File: src/rtl/sled_pkg.sv
package sled_pkg;
    localparam int NCH      = 17;
    localparam int DIV_W    = 2;
    localparam int DLY_W    = 4;
    localparam int REG_W    = 32;

    typedef enum logic [1:0] {
        RA_DATA = 2'd0,
        RA_DIV  = 2'd1,
        RA_DLY  = 2'd2,
        RA_MODE = 2'd3
    } reg_addr_e;

    typedef struct packed {
        logic pwm_en;   // bit 1
        logic inv_clk;  // bit 0
    } mode_t;
endpackage

File: src/rtl/sled_regs.sv
module sled_regs
    import sled_pkg::*;
#(
    parameter int CH_N = NCH,
    parameter int DV_W = DIV_W,
    parameter int DL_W = DLY_W,
    parameter int RG_W = REG_W
) (
    input  logic            clk,
    input  logic            rst,
    input  logic            wr,
    input  logic [1:0]      addr,
    input  logic [RG_W-1:0] wdata,
    input  logic            fr_busy,
    output logic [CH_N-1:0] data_q,
    output logic [DV_W-1:0] div_q,
    output logic [DL_W-1:0] dly_q,
    output mode_t           mode_q,
    output logic            go,
    output logic            busy,
    output logic [RG_W-1:0] rdata
);
    // a pending direct start counts as busy so no write slips in before the load
    assign busy = fr_busy | go;

    logic unused_wdata;
    assign unused_wdata = ^wdata[RG_W-1:CH_N];

    always_ff @(posedge clk) begin
        if (rst) begin
            data_q <= '0;
            div_q  <= '0;
            dly_q  <= '0;
            mode_q <= '0;
            go     <= 1'b0;
        end else begin
            go <= 1'b0;
            if (wr) begin
                case (reg_addr_e'(addr))
                    RA_DATA: if (!busy) begin
                        data_q <= wdata[CH_N-1:0];
                        go     <= !mode_q.pwm_en;
                    end
                    RA_DIV:  div_q <= wdata[DV_W-1:0];
                    RA_DLY:  dly_q <= wdata[DL_W-1:0];
                    RA_MODE: if (!busy) mode_q <= mode_t'(wdata[1:0]);
                    default: ;
                endcase
            end
        end
    end

    always_comb begin
        rdata = '0;
        case (reg_addr_e'(addr))
            RA_DATA: begin
                rdata[CH_N-1:0] = data_q;
                rdata[RG_W-1]   = busy;
            end
            RA_DIV:  rdata[DV_W-1:0] = div_q;
            RA_DLY:  rdata[DL_W-1:0] = dly_q;
            RA_MODE: rdata[1:0]      = mode_q;
            default: ;
        endcase
    end
endmodule

File: src/rtl/sled_bittimer.sv
module sled_bittimer
    import sled_pkg::*;
#(
    parameter int DV_W  = DIV_W,
    parameter int DL_W  = DLY_W,
    parameter int CNT_W = 1 + (1 << DV_W)
) (
    input  logic             clk,
    input  logic             rst,
    input  logic             load,
    input  logic             run,
    input  logic [DV_W-1:0]  div_code,
    input  logic [DL_W-1:0]  dly_val,
    output logic             bit_end,
    output logic             clk_hi,
    output logic [CNT_W-1:0] phase
);
    localparam int EDGE_W = CNT_W + 1;

    logic [CNT_W-1:0]  phase_q, lim_q;
    logic [EDGE_W-1:0] start_q, stop_q;
    int n_i, half_i, d_i;

    always_comb begin
        n_i    = 4 << div_code;
        half_i = n_i / 2;
        d_i    = int'(dly_val);
        if (d_i > half_i - 1) d_i = half_i - 1;
    end

    always_ff @(posedge clk) begin
        if (rst) begin
            phase_q <= '0;
            lim_q   <= '0;
            start_q <= '0;
            stop_q  <= '0;
        end else if (load) begin
            phase_q <= '0;
            lim_q   <= CNT_W'(n_i - 1);
            start_q <= EDGE_W'(d_i + 1);
            stop_q  <= EDGE_W'(d_i + 1 + half_i);
        end else if (run) begin
            phase_q <= bit_end ? '0 : phase_q + 1'b1;
        end else begin
            phase_q <= '0;
        end
    end

    assign bit_end = run && (phase_q == lim_q);
    assign clk_hi  = run && (EDGE_W'(phase_q) >= start_q) && (EDGE_W'(phase_q) < stop_q);
    assign phase   = phase_q;
endmodule

File: src/rtl/sled_framer.sv
module sled_framer
    import sled_pkg::*;
#(
    parameter int CH_N = NCH
) (
    input  logic            clk,
    input  logic            rst,
    input  logic            go,
    input  logic            pwm_en,
    input  logic [CH_N-1:0] data_word,
    input  logic [CH_N-1:0] pwm_lvl,
    input  logic            bit_end,
    output logic            fr_busy,
    output logic            load,
    output logic            ser_bit,
    output logic [CH_N-1:0] last_word
);
    localparam int IDX_W = $clog2(CH_N);

    logic [CH_N-1:0]  shreg;
    logic [IDX_W-1:0] idx;
    logic             pwm_req;
    logic [CH_N-1:0]  src;

    assign pwm_req = pwm_en && (pwm_lvl != last_word);
    assign load    = !fr_busy && (go || pwm_req);
    assign src     = go ? data_word : pwm_lvl;

    always_ff @(posedge clk) begin
        if (rst) begin
            fr_busy   <= 1'b0;
            shreg     <= '0;
            idx       <= '0;
            last_word <= '0;
        end else if (load) begin
            fr_busy   <= 1'b1;
            shreg     <= src;
            idx       <= '0;
            last_word <= src;
        end else if (fr_busy && bit_end) begin
            if (idx == IDX_W'(CH_N - 1)) begin
                fr_busy <= 1'b0;
                shreg   <= '0;
                idx     <= '0;
            end else begin
                idx   <= idx + 1'b1;
                shreg <= {shreg[CH_N-2:0], 1'b0};
            end
        end
    end

    assign ser_bit = fr_busy & shreg[CH_N-1];
endmodule

File: src/rtl/sled_shifter.sv
module sled_shifter
    import sled_pkg::*;
#(
    parameter int CH_N = NCH,
    parameter int DV_W = DIV_W,
    parameter int DL_W = DLY_W,
    parameter int RG_W = REG_W
) (
    input  logic            clk,
    input  logic            rst,
    input  logic            reg_wr,
    input  logic [1:0]      reg_addr,
    input  logic [RG_W-1:0] reg_wdata,
    output logic [RG_W-1:0] reg_rdata,
    input  logic [CH_N-1:0] pwm_lvl,
    output logic            ser_data,
    output logic            ser_clk,
    output logic            busy
);
    localparam int CNT_W = 1 + (1 << DV_W);

    logic [CH_N-1:0]  data_word, last_word;
    logic [DV_W-1:0]  div_code;
    logic [DL_W-1:0]  dly_val;
    mode_t            mode_q;
    logic             go, fr_busy, load, bit_end, clk_hi;
    logic [CNT_W-1:0] bit_phase;

    sled_regs #(.CH_N(CH_N), .DV_W(DV_W), .DL_W(DL_W), .RG_W(RG_W)) u_regs (
        .clk(clk), .rst(rst), .wr(reg_wr), .addr(reg_addr), .wdata(reg_wdata),
        .fr_busy(fr_busy), .data_q(data_word), .div_q(div_code), .dly_q(dly_val),
        .mode_q(mode_q), .go(go), .busy(busy), .rdata(reg_rdata)
    );

    sled_bittimer #(.DV_W(DV_W), .DL_W(DL_W), .CNT_W(CNT_W)) u_timer (
        .clk(clk), .rst(rst), .load(load), .run(fr_busy), .div_code(div_code),
        .dly_val(dly_val), .bit_end(bit_end), .clk_hi(clk_hi), .phase(bit_phase)
    );

    sled_framer #(.CH_N(CH_N)) u_framer (
        .clk(clk), .rst(rst), .go(go), .pwm_en(mode_q.pwm_en), .data_word(data_word),
        .pwm_lvl(pwm_lvl), .bit_end(bit_end), .fr_busy(fr_busy), .load(load),
        .ser_bit(ser_data), .last_word(last_word)
    );

    assign ser_clk = clk_hi ^ mode_q.inv_clk;
endmodule

File: config.mk
export PLATFORM = sky130hd
export DESIGN_NAME = sled_shifter
export DESIGN_NICKNAME = d
export VERILOG_FILES = /design/src/rtl/sled_pkg.sv /design/src/rtl/sled_regs.sv /design/src/rtl/sled_bittimer.sv /design/src/rtl/sled_framer.sv /design/src/rtl/sled_shifter.sv
export SDC_FILE = /design/constraint.sdc
export NUM_CORES = 1
export LEC_CHECK = 0
export BUFFER_PORTS_ARGS = -buffer_cell sky130_fd_sc_hd__buf_2
export CAP_MARGIN = 10
export CELL_PAD_IN_SITES_DETAIL_PLACEMENT = 1
export CELL_PAD_IN_SITES_GLOBAL_PLACEMENT = 2
export CORE_MARGIN = 3
export CORE_UTILIZATION = 29
export CTS_BUF_LIST = sky130_fd_sc_hd__clkbuf_8 sky130_fd_sc_hd__clkbuf_16
export DETAILED_ROUTE_END_ITERATION = 8
export PLACE_DENSITY = 0.74
export SETUP_SLACK_MARGIN = 0.3
export SLEW_MARGIN = 20
export SYNTH_ARGS = -nofsm -noshare
export SYNTH_HDL_FRONTEND = slang
export SYNTH_SLANG_ARGS = --single-unit
File: constraint.sdc
create_clock -name clk -period 3.35 [get_ports clk]
set_clock_uncertainty 0.2 [all_clocks]
set_input_delay 0.335 -clock clk [delete_from_list [all_inputs] [get_ports clk]]
set_output_delay 0.335 -clock clk [all_outputs]
set_load 0.05 [all_outputs]
# Word-level counts from Yosys, hierarchy flattened
# Index checks and enable logic that the tools add are counted.
op_classes:
  n_addsub: 7
  n_lt_le_gt_ge: 3
  n_eq_ne: 6
  shift: 1
  mux: 13
  bitwise_logic: 8
  reduce_logical: 20
ops:
  columns: ["operator", "n"]
  rows:
  - ["two-way mux 17 bit", 4]
  - ["adder 32 x 1 -> 32 bit", 1]
  - ["> comparator 5 x 32 -> 1 bit", 1]
  - ["left shift 3 x 2 -> 32 bit, first input constant", 1]
  - ["subtractor 32 x 2 -> 32 bit, second input constant", 1]
  - ["!= test 17 bit", 1]
  - ["two-way mux 13 bit", 1]
  - ["adder 5 x 1 -> 5 bit, second input constant", 2]
  - ["case mux 2 bit (4 select lines)", 1]
  - ["OR reduction 4 bit", 2]
  - ["adder 6 x 2 -> 6 bit, second input constant", 1]
  - ["adder 6 bit", 1]
  - [">= comparator 5 x 6 -> 1 bit", 1]
  - ["logical AND 1 bit", 6]
  - ["less-than comparator 5 x 6 -> 1 bit", 1]
  - ["two-way mux 6 bit", 1]
  - ["AND reduction 2 bit", 3]
  - ["AND reduction 3 bit", 2]
  - ["== test 5 bit", 1]
  - ["== test 5 bit, second input constant", 1]
  - ["two-way mux 5 bit", 1]
  - ["subtractor 5 x 2 -> 5 bit, second input constant", 1]
  - ["== test 2 bit, second input constant", 2]
  - ["two-way mux 1 bit", 4]
  - ["11 further kinds", 17]
totals:
  reg_bits: 88
  out_inout_bits: 35
  elab_cells: 72

# Longest topological paths before layout
# Gate-level depths: netlist (run 1).
logic_depth:
  word_depth: 8
  depth_mapped: 17

# Modules after synthesis
# From an unflattened synthesis (run 1), not the netlist that was laid out.
hier_totals:
  cells_unflattened: 521
  area_unflattened_um2: 4854.7
by_module_without_submodules:
  columns: ["module", "n_inst", "cells_per_inst", "area_per_inst_um2", "seq_area_each_um2"]
  rows:
  - ["sled_framer", 1, 228, 2112.0, 800.8]
  - ["sled_regs", 1, 146, 1441.4, 520.5]
  - ["sled_bittimer", 1, 146, 1292.5, 400.4]
  - ["sled_shifter", 1, 1, 8.8, 0.0]

# Worst setup path after synthesis (run 1)
# OpenSTA, ideal clock, no wires.
synth_timing:
  kind: "flip-flop to flip-flop"
  start: "register u_regs.div_q[1]"
  end: "register u_timer.stop_q[5]"
  setup_ns: 0.070
  arrival_ns: 3.249
  required_time_ns: 3.080
  setup_slack_ns: -0.169
  stages_incl_launch_ff: 17
  n_path_buf: 1
  period_less_slack_ns: 3.519
  cell_sequence: "dfxtp_1 > buf_2 > nor2_1 > inv_1 > ha_1 > a31oi_1 > a31o_2 > nand2_1 > or2_2 > ha_1 > and2_1 > fa_1 > a21o_1 > a21oi_1 > xnor2_1 > nand2_1 > a21oi_1"
synth_via:
  elab_chain_len: 8
synth_rtl:
  columns: ["item", "line_no", "source"]
  rows:
  - ["start, declared", "sled_regs.sv:16", "output logic [DV_W-1:0] div_q,"]
  - ["start signal, assigned", "sled_regs.sv:44", "RA_DIV: div_q <= wdata[DV_W-1:0];"]
  - ["left shift 3 x 2 -> 32 bit *", "sled_bittimer.sv:25", "n_i = 4 << div_code;"]
  - ["AND 1 bit (no source line)", null, null]
  - ["adder 32 x 1 -> 32 bit (no source line) *", null, null]
  - ["subtractor 32 x 2 -> 32 bit", "sled_bittimer.sv:28", "if (d_i > half_i - 1) d_i = half_i - 1;"]
  - ["> comparator 5 x 32 -> 1 bit", "sled_bittimer.sv:28", null]
  - ["two-way mux 6 bit", "sled_bittimer.sv:28", null]
  - ["adder 6 x 2 -> 6 bit", "sled_bittimer.sv:41", "stop_q <= EDGE_W'(d_i + 1 + half_i);"]
  - ["adder 6 bit *", "sled_bittimer.sv:41", null]
  - ["end signal, assigned", "sled_bittimer.sv:41", null]
  - ["end, declared", "sled_bittimer.sv:21", "logic [EDGE_W-1:0] start_q, stop_q;"]
# Every way passes the cells marked *; elsewhere a longest branch is shown, timed or not.
# A chain may end at the register's enable or synchronous reset.

# Worst setup path after layout (run 1)
layout_timing:
  start: "register u_regs.div_q[0]"
  end: "register u_timer.stop_q[5]"
# Same word-level chain as after synthesis.

==> results.toml, run 1 <==
[synth]
netlist_instances = 541
yosysWarnings = 0
ys_seq_area_share_pct = 37.9
synthesis.area_mm2 = 0.00454
synth_top_family_by_area = "simple AND/OR/NAND/NOR gates"
yosysMostFrequentCell = "dfxtp_1"
synth-simple-area-share_pct = 19.5
synthDistinctLibCells = 46
ys_seq_elements = 86
synth_area_leaders = "dfxtp_1, mux2i_1, nor2_1, nand2_1, a21oi_1"
synth.area.mux_share_pct = 8.26
synthAdderAreaFrac_pct = 5.40
synth.cells.most_frequent = "dfxtp_1, nor2_1, nand2_1, a21oi_1, mux2i_1"
synth_top_area_share_pct = 37.9
synth-compound-area-share_pct = 15.0
synth_xor_xnor_area_share_pct = 5.78
synth_ff_type = "dfxtp_1"
synth_edf_count = 0
synthArstFlopShare_pct = 0
synth_area_per_cell_um2 = 8.40
yosys.area.top_type = "dfxtp_1"

[critical_path]
startpoint = "u_regs.div_q[0]"
rr_worst_depth = 16
cp_max_fo = 6
r2r_start = "u_regs.div_q[0]"
r2r_end = "u_timer.stop_q[5]"
crit_arrival_ns = 3.21
cp-end-kind = "register"
worstSetupPathType = "reg2reg"
start_kind = "register"
timing.critical_path.to = "u_timer.stop_q[5]"
r2r_setup_slack_ns = 0.20
crit_required_ns = 3.41

[clock_network]
postCtsHoldBufs = 0
clk_path_buf_depth = 2
tritoncts = "done"
cts_root_buf = "clkbuf_16"
clock_latency_ns = 0.34
htree_levels = 3
path_clk_slew_ns = 0.06
numCtsBuffers = 9
cts_sinks = 86

[place]
place_hpwl_um = 9120
io_buffers = 59
dpl.cell_count = 786
place.gp.congestion = 0.758

[timing]
tightestPinTransition_ns = 0.959
period_minus_slack_ns = 3.15
finalSetupViolCount = 0
whs_ns = 0.0326
rsz0062_at_grt = "true"
hold_viol = 0
max_freq_ghz = 0.317
slew_headroom_pct = 36.0
drv_slew = 0
period_share_pct = 94.1

[grt]
grt_antenna_before_repair = 0
grt_pass1_vias = 4117
gr-total-overflow = 0
grt_max_degree = 59
grt_pass1_wl_um = 21100
track_usage_pct = 14.9

[drt]
antenna_left = 0
drc = 0
drtIter0Drc = 131
drt-pass1-iter-count = 4
num_vias = 3893
wl_per_cell_um = 15.7
wirelength_um = 12900
viasPerCell = 4.75

[outcome]
outcome = "finished clean"

[pwr]
p_int_uw = 1750
switchingPower_uw = 706
clock_power_share_pct = 37.5
peakVddDrop_mv = 0.211
seq_power_share_pct = 44.8
combPwrFrac_pct = 17.8
p_leak_uw = 0.00225
swShare_pct = 28.7
power.density_mw_per_mm2 = 439

[flow_run]
maxCapViolCount = 0

[finish]
antennaDiodeCount = 0
stdcell_count = 820
drive_above_1_share_pct = 23.3
final_util_pct = 36.7
syn2layout_area_growth_pct = 23.1
nets = 677

[floorplanning]
die_height_um = 131
io-pin-count = 89
die_area_mm2 = 0.0172
rows = 45
dieWidth_um = 131
coreArea_mm2 = 0.0153
initial_core_util_pct = 29.8

[hold_path]
hp-class = "in2reg"
-- metrics by stage --
stage	power, µW	TNS [ns]	instance area, µm²	setup WS, ns
detailed placement	1520	-0.0667	5050	-0.0575
CTS	2480	0	5490	0.232
global route	2580	0	5590	0.0125
global placement	1510	0	5050	0.113
finish	2460	0	5590	0.196
floorplan	1430	0	4710	0.290
-- worst min path at each step --
stage,startpoint,endpoint,cells past startpoint,slack [ns]
3_3_place_gp,u_framer.shreg[0],u_framer.shreg[1],2,0.24
6_report,reg_wdata[13],u_regs.data_q[13],3,0.03
3_5_place_dp,u_framer.shreg[8],u_framer.shreg[9],2,0.25
5_1_grt,reg_wdata[11],u_regs.data_q[11],3,0.03
4_1_cts,reg_wdata[9],u_regs.data_q[9],3,0.02
2_1_floorplan,u_timer.stop_q[4],u_timer.stop_q[4],2,0.23
-- power by group through the flow --
stage	Combinational (µW)	Sequential, µW	Clock, µW
after floorplan	320	1110	0
after global placement	389	1120	0
after detailed placement	399	1120	0
after CTS	428	1100	955
after global routing	481	1100	996
final	436	1100	920
-- flip-flops by register name, summed over array words and instances, names as in the netlist, 4 cells and up --
register            count
u_framer.last_word     17
u_framer.shreg         17
u_regs.data_q          17
u_timer.stop_q          6
u_framer.idx            5
u_timer.phase           5
u_timer.start_q         5
u_regs.dly_q            4
u_timer.lim_q           4
-- timing repair --
action / CTS / global route
hold endpoints to repair: 0 / 0
setup buffers: 14 / 4
pin swaps: 6 / 7
resized for setup: 12 / 12
setup endpoints to repair: 5 / 4
-- worst max-delay path: stages, from the launching register on --
cell	delay [ns]
dfxtp_4	0.42
nand2_4	0.08
ha_4	0.29
buf_12	0.10
a31oi_4	0.09
a31o_4	0.26
nand2_4	0.09
nor2_2	0.04
a21oi_2	0.16
ha_4	0.23
and2_4	0.15
fa_2	0.36
a21o_1	0.17
a21oi_2	0.13
xnor2_1	0.13
nand2_1	0.07
a21oi_1	0.12
-- cells in the final DEF (no fill, tap or decap), types with 3 or more instances in the layout --
cell type and instances:
a211oi_1 18, a211oi_2 3, a21o_1 6, a21oi_1 44, a21oi_2 5, a31oi_1 17, and2_1 14, and3_1 3
buf_2 58, buf_4 26, clkbuf_16 9, conb_1 14, dfxtp_1 82, dfxtp_4 3, ha_1 14, ha_4 4
inv_1 22, mux2i_1 32, nand2_1 64, nand3_1 5, nand3b_1 3, nand4_1 5, nor2_1 74, nor2b_1 4
nor3_1 6, xnor2_1 17, xor2_1 10
-- metal layers --
metal / vias up / wire [µm] / GRT usage, %
met5: - / 0 / 0
met4: 0 / 157 / 3.44
met3: 15 / 434 / 3.33
met2: 59 / 6500 / 27.0
met1: 1882 / 5780 / 18.1
li1: 1937 / - / -
-- cell type report --
type                       instances  area [µm²]
inverter                          20        75.1
clock inverter                     6        31.3
multi-input combinational        401        2720
tap                              211         264
clock buffer                      10         239
timing repair buffer              86         526
sequential                        86        1730
fill                            1840        9670
-- cells by family (layout without fill, tap and decap cells) --
family,after synthesis,in the layout
and+or+nand+nor,197,197
AOI/OAI and AO/OA,106,106
DFF,86,86
buffers and inverters,67,122
muxes,35,35
xor gates and xnor gates,30,30
adders and majority gates,19,19
other,1,14
Power figures use the tool's default switching activity.
==> run 2: changes to the inputs <==
--- a/config.mk
+++ b/config.mk
@@ -10,12 +10,13 @@
 export CELL_PAD_IN_SITES_DETAIL_PLACEMENT = 1
 export CELL_PAD_IN_SITES_GLOBAL_PLACEMENT = 2
 export CORE_MARGIN = 3
-export CORE_UTILIZATION = 29
+export CORE_UTILIZATION = 31
 export CTS_BUF_LIST = sky130_fd_sc_hd__clkbuf_8 sky130_fd_sc_hd__clkbuf_16
 export DETAILED_ROUTE_END_ITERATION = 8
-export PLACE_DENSITY = 0.74
+export PLACE_DENSITY = 0.75
 export SETUP_SLACK_MARGIN = 0.3
 export SLEW_MARGIN = 20
 export SYNTH_ARGS = -nofsm -noshare
 export SYNTH_HDL_FRONTEND = slang
+export SYNTH_HIERARCHICAL = 1
 export SYNTH_SLANG_ARGS = --single-unit
==> results.toml, run 2 <==
[pwr]
peakVddDrop_mv = 0.226
power.density_mw_per_mm2 = 423
clock_power_share_pct = 38.2
p_leak_uw = 0.00230
swShare_pct = 28.7
combPwrFrac_pct = 16.3
switchingPower_uw = 696
total_power_uw = 2430
seq_power_share_pct = 45.5
p_int_uw = 1730

[floorplanning]
initial_core_util_pct = 31.8
die_height_um = 131
dieWidth_um = 131
coreArea_mm2 = 0.0153
die_area_mm2 = 0.0172
io-pin-count = 89
rows = 45

[critical_path]
worstSetupPathType = "reg2reg"
rr_worst_depth = 13
cp-end-kind = "register"
r2r_end = "u_timer/stop_q[5]"
crit_required_ns = 3.36
cp_max_fo = 5
r2r_start = "u_regs/div_q[1]"
crit_arrival_ns = 3.12
critPathMaxStageDelay_ns = 0.41
crit_chain = "inv_4 -> ha_4 -> and4bb_1 -> o21ai_2 -> a221oi_4 -> buf_4 -> or2_2 -> ha_4 -> and2_4 -> fa_2 -> a21o_1 -> a21oi_2 -> a211oi_2"
r2r_setup_slack_ns = 0.24
slowest_stage = "a221oi_4"
path_common_cell = "ha_4"
start_kind = "register"

[timing]
hold_viol = 0
drv_slew = 0
period_share_pct = 92.9
tightestPinTransition_ns = 0.668
period_minus_slack_ns = 3.11
postLayoutSetupSlackWorst_ns = 0.239
timing.setup.tns_ns = 0
max_freq_ghz = 0.321
slew_headroom_pct = 55.3
rsz0062_at_grt = "true"
finalSetupViolCount = 0

[synth]
synthesis.area_mm2 = 0.00485
synth_area_per_cell_um2 = 9.32
yosysMostFrequentCell = "dfxtp_1"
netlist_instances = 521
synthArstFlopShare_pct = 0
ys_seq_area_share_pct = 35.5
synth.cells.most_frequent = "dfxtp_1, mux2i_1, nor2_1, nand2b_1, a211oi_1"
synthDistinctLibCells = 54
synth_ff_type = "dfxtp_1"
ys_seq_elements = 86
synth_top_area_share_pct = 35.5
yosys.area.top_type = "dfxtp_1"
synth_edf_count = 0
yosysWarnings = 6
synth_area_leaders = "dfxtp_1, mux2i_1, nand2b_1, a211oi_1, ha_1"

[flow_run]
maxCapViolCount = 0

[drt]
drtIter0Drc = 128
wirelength_um = 13300
dr_wl_met2_um = 6740
drc = 0
num_vias = 3849
drt-pass1-iter-count = 4
wirelength_met1_um = 5850
antenna_left = 0
route.met3.wl_um = 543
viasPerCell = 4.84
wl_per_cell_um = 16.7
maxUsedRoutingLayer = "met5"

[finish]
stdcell_count = 795
fillers = 1779
nets = 653
drive_above_1_share_pct = 21.9
antennaDiodeCount = 0
final_cell_mix = "dfxtp_1, buf_2, mux2i_1, nor2_1, nand2b_1"
final_area_mm2 = 0.00574
final_common_cell = "dfxtp_1"
reg_top3 = "u_framer/last_word: 17 flops, u_framer/shreg: 17 flops, u_regs/data_q: 17 flops"
syn2layout_area_growth_pct = 18.2

[grt]
grt_antenna_before_repair = 1
grt_pass1_vias = 4091
grt_pass1_wl_um = 21300
grt_max_degree = 69
track_usage_pct = 15.5
gr-total-overflow = 0

[clock_network]
tritoncts = "done"
cts_root_buf = "clkbuf_16"
htree_levels = 3
numCtsBuffers = 9
postCtsHoldBufs = 0
path_clk_slew_ns = 0.07
cts_sinks = 86
clock_latency_ns = 0.35
clk_path_buf_depth = 2

[place]
place_hpwl_um = 9520
place.gp.congestion = 0.757
io_buffers = 59
dpl.cell_count = 769
place_area_mm2 = 0.00528
preCtsSetupSlack_ns = 0.0123

[hold_path]
whs_path_depth = 3
holdCritStartpoint = "reg_wdata[5]"
hp-class = "in2reg"
holdPathEnd = "u_regs/data_q[5]"

[outcome]
outcome = "finished clean"
run 2: cell types whose count changed in the layout (fill, tap and decap cells not counted), sizes merged, moves of 7 or more:
cell and delta:
mux2i +16, a211oi +14, nand2b +38, nor2 -28, o31a +14, a31oi -16, nand2 -57, a21oi -24
buf -7
run 2: worst max path at each step:
| stage | from | end | slack, ns | depth (start not counted) |
|---|---|---|---|---|
| after global routing | u_regs/div_q[1] | u_timer/stop_q[5] | 0.13 | 13 |
| after CTS | u_regs/div_q[1] | u_timer/stop_q[5] | 0.15 | 13 |
| after detailed placement | u_regs/div_q[1] | u_timer/stop_q[5] | 0.01 | 13 |
| after floorplan | u_regs/div_q[1] | u_timer/stop_q[5] | 0.30 | 13 |
| final | u_regs/div_q[1] | u_timer/stop_q[5] | 0.24 | 13 |
| after global placement | u_regs/div_q[1] | u_timer/stop_q[5] | 0.10 | 13 |
run 2: layout make-up:
class / count / area, µm² / area share, %
clock buffers: 9 / 225 / 3.92
clock inverters: 7 / 43.8 / 0.763
inverters: 23 / 88.8 / 1.55
multi-input cells: 380 / 2910 / 50.7
flip-flops and latches: 86 / 1730 / 30.2
well taps: 211 / 264 / 4.60
repair buffers: 79 / 477 / 8.31
run 2: kinds of logic (layout without fill, tap and decap cells):
group	after synthesis	count (layout)	synth area share, %
AND/OR/NAND/NOR	160	160	18.2
AO/OA/AOI/OAI	102	102	15.7
flip-flops	86	86	35.5
buffers and inverters	68	118	7.96
multiplexers	53	53	11.6
XOR/XNOR	31	31	5.59
adder cells (fa/ha/maj)	20	20	5.31
other	1	14	0.0772
run 2: metal layers:
| metal | vias up | GRT usage, % |
|---|---|---|
| met4 | 2 | 3.85 |
| met2 | 53 | 27.9 |
| met1 | 1870 | 17.8 |
| li1 | 1915 | - |
| met5 | - | 0 |
| met3 | 9 | 4.82 |
run 2: through the flow:
stage	hold slack [ns]	util, %
after global routing	0.0392	37.6
after detailed placement	0.262	34.6
after CTS	0.0257	37.2
after floorplan	0.227	-
after global placement	0.249	34.6
final	0.0410	37.6
run 2: power groups by stage:
stage / sequential (µW) / combinational [µW] / clock (µW)
floorplan: 1110 / 295 / 0
global placement: 1130 / 354 / 0
detailed placement: 1130 / 363 / 0
CTS: 1100 / 389 / 963
global route: 1110 / 434 / 1000
finish: 1100 / 396 / 928
run 2: worst max-delay path: cells and delay by family, from the launching register on:
family / cells / cell delay, ns
AO/OA/AOI/OAI: 5 / 0.89
adder cells (fa/ha/maj): 3 / 0.80
AND/OR/NAND/NOR: 3 / 0.48
flip-flops: 1 / 0.38
buffers and inverters: 2 / 0.23
run 2: repair_timing:
action,in CTS,in global routing
pin swaps,13,6
resized for setup,15,10
endpoints found under the setup margin,5,5
cloned,0,0
buffers inserted,7,3
